<file path="src/rtl/memmap_decoder.sv">
module memmap_decoder #(
  parameter logic [7:0] IO_PAGE    = 8'hFC,
  parameter int         DATA_W     = 8,
  parameter int         CLK_EN_BIT = 3
) (
  input  logic              clk,
  input  logic              rst,
  input  logic              valid,
  input  logic              rd,
  input  logic [15:0]       addr,
  input  logic [DATA_W-1:0] wdata,
  output logic              sel_rom,
  output logic              sel_ram,
  output logic              sel_rtc_addr,
  output logic              sel_rtc_data,
  output logic              sel_func,
  output logic              sel_disk,
  output logic              sel_via,
  output logic              sel_net,
  output logic              sel_net_irq_off,
  output logic              sel_net_irq_on,
  output logic              sel_door,
  output logic              sel_scsi,
  output logic              bus_idle
);

  logic       rom_off;
  logic       clk_en;
  logic       in_page;
  logic [7:0] off;
  logic [5:0] quad;

  assign in_page = valid && (addr[15:8] == IO_PAGE);
  assign off     = addr[7:0];
  assign quad    = off[7:2];

  assign sel_rom = valid && !in_page && rd && !rom_off;
  assign sel_ram = valid && !in_page && (!rd || rom_off);

  assign sel_rtc_addr    = in_page && quad == 6'd0 && clk_en;
  assign sel_rtc_data    = in_page && quad == 6'd1 && clk_en;
  assign sel_func        = in_page && quad == 6'd2;
  assign sel_disk        = in_page && quad == 6'd3;
  assign sel_via         = in_page && off[7:4] == 4'h1;
  assign sel_net         = in_page && quad == 6'd8;
  assign sel_net_irq_off = in_page && quad == 6'd9;
  assign sel_net_irq_on  = in_page && quad == 6'd10;
  assign sel_door        = in_page && quad == 6'd11;
  assign sel_scsi        = in_page && quad == 6'd12;
  assign bus_idle        = in_page && rd && off >= 8'h34;

  always_ff @(posedge clk) begin
    if (rst) begin
      rom_off <= 1'b0;
      clk_en  <= 1'b0;
    end else if (sel_func) begin
      if (rd) rom_off <= 1'b1;
      else    clk_en  <= wdata[CLK_EN_BIT];
    end
  end

  logic [11:0] sels;
  assign sels = {sel_rom, sel_ram, sel_rtc_addr, sel_rtc_data, sel_func, sel_disk,
                 sel_via, sel_net, sel_net_irq_off, sel_net_irq_on, sel_door, sel_scsi};

  AST_SEL_ONEHOT: assert property (@(posedge clk) disable iff (rst) $onehot0(sels));
  AST_QUIET_NO_VALID: assert property (@(posedge clk) disable iff (rst)
    !valid |-> (sels == 12'd0 && !bus_idle));
  AST_PAGE_NOT_MEM: assert property (@(posedge clk) disable iff (rst)
    (valid && addr[15:8] == IO_PAGE) |-> (!sel_rom && !sel_ram));
  AST_WRITE_NOT_ROM: assert property (@(posedge clk) disable iff (rst)
    (valid && !rd) |-> !sel_rom);
  AST_ROM_OFF_STICKY: assert property (@(posedge clk) disable iff (rst)
    rom_off |=> rom_off);
  AST_ROM_OFF_ON_READ: assert property (@(posedge clk) disable iff (rst)
    (sel_func && rd) |=> !sel_rom);
  AST_IDLE_ONLY_UNMAPPED: assert property (@(posedge clk) disable iff (rst)
    bus_idle |-> (sels == 12'd0 && rd));

endmodule

</file>
<file path="config.mk">
export PLATFORM = sky130hd
export DESIGN_NAME = memmap_decoder
export DESIGN_NICKNAME = d
export VERILOG_FILES = /design/src/rtl/memmap_decoder.sv
export SDC_FILE = /design/constraint.sdc
export NUM_CORES = 1
export LEC_CHECK = 0
export ABC_CLOCK_PERIOD_IN_PS = 900
export BUFFER_PORTS_ARGS = -buffer_cell sky130_fd_sc_hd__buf_2
export CORE_AREA = 2 2 39 41
export DETAILED_ROUTE_END_ITERATION = 10
export DIE_AREA = 0 0 41 43
export PLACE_DENSITY = 0.73
export SLEW_MARGIN = 40
export SYNTH_ARGS = -nofsm -noshare
export SYNTH_HDL_FRONTEND = slang
export SYNTH_SLANG_ARGS = --single-unit
</file>
<file path="constraint.sdc">
create_clock -name clk -period 0.9 [get_ports clk]
set_input_delay 0.045 -clock clk [delete_from_list [all_inputs] [get_ports clk]]
set_output_delay 0.045 -clock clk [all_outputs]
set_load 0.01 [all_outputs]
</file>
Yosys cells after proc, flatten, opt, wreduce, memory -nomap -nowiden. Index checks and enable logic that the tools add are counted.

Add/sub/neg operators: 0. Multiply operators: 0. Div/mod/pow operators: 0. $lt $le $gt $ge: 1. Equality and inequality tests: 10. Shift operators: 0. Mux-type cells: 0. Bitwise operators: 1. Reduce and logical (&&, ||, !) cells: 26.

Operator list (number): 6-bit by 4-bit == test with 1-bit output, second input constant (5); 1-bit logical AND (19); 6-bit by 2-bit == test with 1-bit output, second input constant (2); 8-bit == test, second input constant (1); 8-bit by 6-bit >= comparator with 1-bit output, second input constant (1); 6-bit by 1-bit == test with 1-bit output, second input constant (1); 6-bit logical NOT (1); 4-bit by 1-bit == test with 1-bit output, second input constant (1); 2-bit AND reduction (2); 1-bit logical NOT (3); 1-bit logical OR (1); 1-bit inverter (1).

Register bits after elaboration: 2. Bits in latches: 0. Bits in writable memories: 0. ROM bits: 0. Bits of input ports: 28. Output and inout port bits: 13. Logic and storage cells: 40. Memories: 0.

Longest topological paths before layout. Gate-level depths: netlist of the first run.

Depth in word-level cells: 6. Depth in mapped cells: 4. Depth with buffers taken out: 4.

Worst setup path before layout of the first run. Ideal clock, no wire load.

Path kind: input to output. Start: input addr[8]. End: output sel_scsi. Arrival time: 1002 ps. Data required time: 855 ps. Setup slack: -147 ps. Stages: 4. Path buffers: 0. Cell sequence: nand4bb_1 > nor2_2 > nand3_1 > nor4_1.

Longest elaborated chain between the ends: 3.

RTL lines: start: declaration (line 10) `input logic [15:0] addr,`; 8-bit == test (line 33) `assign in_page = valid && (addr[15:8] == IO_PAGE);`; 1-bit logical AND (line 33); 1-bit logical AND (line 49) `assign sel_scsi = in_page && quad == 6'd12;`; end: declaration (line 23) `output logic sel_scsi,`.

Every way passes these cells.

Worst setup path after layout of the first run.
Start: input addr[8]. End: output sel_net.

Longest elaborated chain between the ends: 3.

RTL lines: 8-bit == test (line 33); 1-bit logical AND (line 33); 1-bit logical AND (line 45) `assign sel_net = in_page && quad == 6'd8;`; end: declaration (line 19) `output logic sel_net,`.

Every way passes these cells.

==> results.ini, run 1 <==
[synth]
ys_seq_elements=2
syn_area_per_cell_sq_um=6.55
syn_nets=70
synth_edf_count=0
synth_cell_types=19
ys_seq_area_share_pct=14.5
yosys_warnings=0
netlist_area_sq_um=275
synth_cells=42
ys.flop_type=dfxtp_1
async_flop_share_pct=0

[detailed_routing]
via_count=506
wirelength_um=1200
drc_errors=0
first_iter_violations=4
ant_nets=0
dr.pass1.iters=3
routedWlPerCell_um=11.6
vias_per_cell=4.87

[worst_setup_path]
cp_slowest_cell=nand4bb_4
critPathMaxStageDelay_ns=0.23
cp_data_required_time_ns=0.85
critPathArrivalTime_ns=1.03
timing_worst_setup_path_type=primary input to primary output
worstPathMaxFanout=5
cp-end-kind=primary output
worstPathCellList=buf_6, nand4bb_4, nor2_4, nand4_1, nor3_2, buf_2
cp-start-kind=primary input

[floorplanning]
std_cell_rows=14
die_area_sq_mm=0.00176
die_x_um=41
io-pin-count=41
initial_core_util_pct=19.9
core_area_sq_mm=0.00138
die_h_um=43

[clock_network]
htree_num_levels=1
clk_latency_ns=0.22
cts_root_buffer=clkbuf_4
cts_tree=built
cts_sinks=2
cts_buffers=3
clk_path_buf_depth=2
clk_pin_slew_ns=0.03

[min_path]
hold_class=primary input to flop

[placed_design]
hpwlAfterDp_um=897
placed_cells=99
gp_congestion=0.768
io_buffers=31
pre_cts_slack_ns=-0.251

[sta]
setup_tns_ns=-1.12
skew_ns=0
fin_crit_ns=1.08
finalHoldViolCount=0
min_period_over_period_pct=120
timing.hold.ws_ns=0.0809
rsz0062_at_grt=true
worst_slew_pin_slew_ns=0.298
setup_viol=12
max_slew_margin_pct=79.9
fin_ws_ns=-0.177
fmax_ghz=0.928
finalMaxSlewViolations=0

[run]
maxCapViolCount=0

[power_and_ir_drop]
p_per_area_mw_per_mm2=691
peakVddDrop_mv=0.567
power.leakage_nw=0.291
power.total_mw=0.454

[finish]
multi_input_area_sq_um=295
fillerInstances=140
final_cells=104
syn_to_final_growth_pct=139
num_antenna_cells=0
seqCellArea_sq_um=41.3
final_nets=118
drive_above_1_share_pct=69.3

[global_routing]
grt_pass1_wl_um=1870
track_usage_pct=15.4
grt-ovfl-total=0
grt_start_max_net_pins=7
grt_pass1_vias=461
antenna_found_initial=0

[status]
failed_checks=setup timing
status=finished, violations left

==> cells in the final DEF, fill, tap and decap left out, types with 2 or more instances in the layout <==
cell	count
buf_2	28
nor2_1	7
clkbuf_4	3
a21oi_2	2
nor3_2	3
nand2b_1	2
nand3_2	2
buf_4	10
nand2_1	2
buf_6	4
a21oi_1	2
nor2_4	2
nand4_1	5
==> per-stage QoR <==
step                      cell area, sq um  util (%)
after global routing                   657      47.5
final                                  657      47.5
after detailed placement               542      39.2
after floorplan                        292         -
after CTS                              647      46.7
after global placement                 542      39.2
==> where the power goes <==
group	switching [mW]	leakage, nW	total, mW	internal (mW)
clock	0.0491	0.0138	0.196	0.147
combinational	0.0794	0.261	0.169	0.0892
sequential	0.00000114	0.0166	0.0893	0.0893
==> per-layer routing <==
layer	track usage (%)	vias to the layer above	wire length, um
met4	4.67	0	23
li1	-	252	-
met3	5.24	2	63
met2	28.1	17	651
met1	15.1	235	466
met5	0	-	0
==> logic make-up (layout without fill, tap and decap cells) <==
family | Yosys count | count (layout) | synth area share [%]
buf+inv | 2 | 48 | 2.73
flops | 2 | 2 | 14.5
simple gates | 31 | 31 | 67.7
compound gates | 7 | 7 | 15.0
==> state kept, by name (all words and copies together), names as in the netlist <==
register / flops
clk_en: 1
rom_off: 1
==> layout make-up <==
| cell class | instances | share of cell area [%] |
|---|---|---|
| multi-input cells | 38 | 45.0 |
| clock buffers | 3 | 3.43 |
| inverters | 2 | 1.14 |
| well taps | 16 | 3.05 |
| repair buffers | 43 | 41.1 |
| flip-flops and latches | 2 | 6.29 |
==> repair_timing <==
| item | CTS | global route |
|---|---|---|
| setup endpoints to repair | 14 | 15 |
| gates resized for setup | 13 | 2 |
| hold buffers | 1 | 0 |
| endpoints found under the hold margin | 2 | 0 |
| setup buffers | 1 | 0 |
| pin swaps | 8 | 6 |
==> Yosys cell counts, drive strengths merged (2+ instances only) <==
cell type,number,share of area (%)
nor2,9,13
nand3,3,5.5
nand4,5,11
inv,2,2.7
nand2b,2,4.5
nor4,2,10
nand2,2,2.7
nor3,4,7.3
dfxtp,2,15
a21oi,4,7.3
==> worst paths after layout <==
path                                      startpoint                   end  slack, ns  cells past startpoint
worst max-delay path                         addr[8]               sel_net      -0.18                      6
worst min-delay path                        wdata[3]   clk_en$_SDFFE_PP0P_       0.08                      3
worst max register to register   clk_en$_SDFFE_PP0P_   clk_en$_SDFFE_PP0P_       0.16                      3
worst min register to register  rom_off$_SDFFE_PP0P_  rom_off$_SDFFE_PP0P_       0.46                      2
==> worst max-delay path: cells and delay by family <==
kind          cells  cell delay (ns)
simple gates      4             0.74
buf+inv           2             0.24
(Power assumes the default switching activity.)
==> run 2: changes to the inputs <==
--- a/config.mk
+++ b/config.mk
@@ -7,10 +7,12 @@
 export LEC_CHECK = 0
 export ABC_CLOCK_PERIOD_IN_PS = 900
 export BUFFER_PORTS_ARGS = -buffer_cell sky130_fd_sc_hd__buf_2
-export CORE_AREA = 2 2 39 41
+export CELL_PAD_IN_SITES_DETAIL_PLACEMENT = 1
+export CELL_PAD_IN_SITES_GLOBAL_PLACEMENT = 2
+export CORE_MARGIN = 2
+export CORE_UTILIZATION = 10
 export DETAILED_ROUTE_END_ITERATION = 10
-export DIE_AREA = 0 0 41 43
-export PLACE_DENSITY = 0.73
+export PLACE_DENSITY = 0.84
 export SLEW_MARGIN = 40
 export SYNTH_ARGS = -nofsm -noshare
 export SYNTH_HDL_FRONTEND = slang
==> run 2 against run 1 <==
  * Largest cell class unchanged
  * Clock power down 2%
  * Die area up 81%
  * The run still ends with setup timing left
  * Sequential power about the same
  * Final area up 7.6%
  * Non-clock buffer count up 2
  * Routed wire length up 17%
  * Highest routed layer is now met3
  * Clock skew unchanged
  * Hold slack better by 0.0042 ns
  * Largest power group unchanged
  * Fmax up 0.40%
==> results.ini, run 2 (synthesis results as in run 1) <==
[worst_setup_path]
worstPathMaxFanout=5  ; unchanged
rrSetupSlack_ns=0.16  ; about the same
setup.worst_path.start=addr[9]  ; was addr[8]
timing_worst_setup_path_type=primary input to primary output  ; unchanged
setup.worst_path.end=sel_via  ; was sel_net
r2r_start=clk_en$_SDFFE_PP0P_  ; unchanged
r2r_cells=3  ; unchanged
cp-end-kind=primary output  ; unchanged
cp_data_required_time_ns=0.85  ; about the same
critPathArrivalTime_ns=1.03  ; about the same
cp-start-kind=primary input  ; unchanged
r2r-end=clk_en$_SDFFE_PP0P_  ; unchanged

[detailed_routing]
via_count=502  ; was 506
first_iter_violations=2  ; was 4
wirelength_um=1400  ; was 1200 um
drc_errors=0  ; unchanged
routedWlPerCell_um=11.6  ; about the same
ant_nets=0  ; unchanged
vias_per_cell=4.15  ; was 4.87
dr.pass1.iters=3  ; unchanged

[status]
status=finished, violations left  ; unchanged
failed_checks=setup timing  ; unchanged

[sta]
fin_crit_ns=1.07  ; was 1.08 ns
max_slew_margin_pct=80.7  ; was 79.9%
fin_ws_ns=-0.173  ; was -0.177 ns
min_period_over_period_pct=119  ; was 120%
finalHoldViolCount=0  ; unchanged
worst_slew_pin_slew_ns=0.286  ; was 0.298 ns
fmax_ghz=0.932  ; was 0.928 GHz
setup_tns_ns=-1.41  ; was -1.12 ns
finalMaxSlewViolations=0  ; unchanged
skew_ns=0  ; unchanged
setup_viol=13  ; was 12
rsz0062_at_grt=true  ; unchanged

[global_routing]
grt_start_max_net_pins=7  ; unchanged
track_usage_pct=9.61  ; was 15.4%
grt_pass1_vias=542  ; was 461
grt-ovfl-total=0  ; unchanged
grt_pass1_wl_um=2390  ; was 1870 um
antenna_found_initial=0  ; unchanged

[finish]
multi_input_area_sq_um=304  ; was 295 sq um
fillerInstances=326  ; was 140
reg.largest.list=clk_en (1), rom_off (1)  ; unchanged
seqCellArea_sq_um=42.5  ; was 41.3 sq um
final_cell_area_sq_um=707  ; was 657 sq um
final_common_cell=buf_2  ; unchanged
drive_above_1_share_pct=72.2  ; was 69.3%
final_nets=120  ; was 118
syn_to_final_growth_pct=157  ; was 139%
num_antenna_cells=0  ; unchanged
layout_common_cells=27 x buf_2, 12 x buf_4, 6 x nor2_1  ; was 28 x buf_2, 10 x buf_4, 7 x nor2_1

[run]
maxCapViolCount=0  ; unchanged

[clock_network]
clk_pin_slew_ns=0.03  ; about the same
htree_num_levels=1  ; unchanged
cts_tree=built  ; unchanged
clk_latency_ns=0.22  ; about the same
cts_buffers=3  ; unchanged
cts_root_buffer=clkbuf_4  ; unchanged
cts_sinks=2  ; unchanged
clk_path_buf_depth=2  ; unchanged

[placed_design]
io_buffers=31  ; unchanged
hpwlAfterDp_um=1150  ; was 897 um
gp_congestion=0.716  ; was 0.768
placed_cell_area_sq_um=561  ; was 542 sq um

[power_and_ir_drop]
p_per_area_mw_per_mm2=650  ; was 691 mW/mm^2
peakVddDrop_mv=0.471  ; was 0.567 mV
power.leakage_nw=0.306  ; was 0.291 nW

[floorplanning]
die_x_um=56.5  ; was 41 um
io-pin-count=41  ; unchanged
die_h_um=56.5  ; was 43 um
std_cell_rows=19  ; was 14
core_area_sq_mm=0.00269  ; was 0.00138 sq mm
die_area_sq_mm=0.00319  ; was 0.00176 sq mm
initial_core_util_pct=10.2  ; was 19.9%

[min_path]
hold_class=primary input to flop  ; unchanged

run 2: stage by stage:
step,hold slack (ns),utilization (%),cells,setup slack (ns),power [mW]
6_report,0.0851,26.3,121,-0.173,0.459
5_1_grt,0.0822,26.3,121,-0.251,0.504
4_1_cts,0.00117,24.4,118,-0.194,0.461
3_5_place_dp,0.238,20.9,114,-0.290,0.230
3_3_place_gp,0.232,20.9,114,-0.229,0.225
2_1_floorplan,0.114,-,42,-0.0908,0.125
run 2: how the worst min path moves through the flow:
stage / start / end / slack (ns) / cells past startpoint
after global routing: wdata[3] / clk_en$_SDFFE_PP0P_ / 0.08 / 3
after floorplan: rst / clk_en$_SDFFE_PP0P_ / 0.11 / 1
after CTS: rst / clk_en$_SDFFE_PP0P_ / 0.001 / 2
after detailed placement: rst / clk_en$_SDFFE_PP0P_ / 0.24 / 2
after global placement: rst / clk_en$_SDFFE_PP0P_ / 0.23 / 2
final: wdata[3] / clk_en$_SDFFE_PP0P_ / 0.09 / 3
run 2: where the power goes:
part,switching (mW),leakage [nW],internal [mW]
combinational,0.0830,0.275,0.0945
sequential,0.00000130,0.0171,0.0893
clock,0.0456,0.0138,0.147
run 2: timing repair:
action                                  CTS  global route
hold endpoints to repair                  0             2
cloned                                    0             0
resized for setup                        12             7
endpoints found under the setup margin   15            14
pin swaps                                 7             8
buffers inserted                          1             2
hold buffers                              0             1
run 2: layout make-up:
class	instances	area share, %
multi-input combinational	38	43.0
timing repair buffer	45	41.2
sequential	2	6.02
tap	31	5.49
clock buffer	3	3.19
inverter	2	1.06
run 2: metal layers:
layer,up-vias,track usage (%),wire length (um)
li1,257,-,-
met5,-,0,0
met4,0,1.02,0
met2,12,17.4,803
met1,233,10.0,517
met3,0,5.07,84
run 2: worst max-delay path, cell delays in order:
cell       delay [ns]
buf_6            0.09
nand4bb_4        0.22
nor2_4           0.14
buf_4            0.13
nand3_2          0.06
buf_4            0.13
nor2_1           0.06
buf_2            0.13
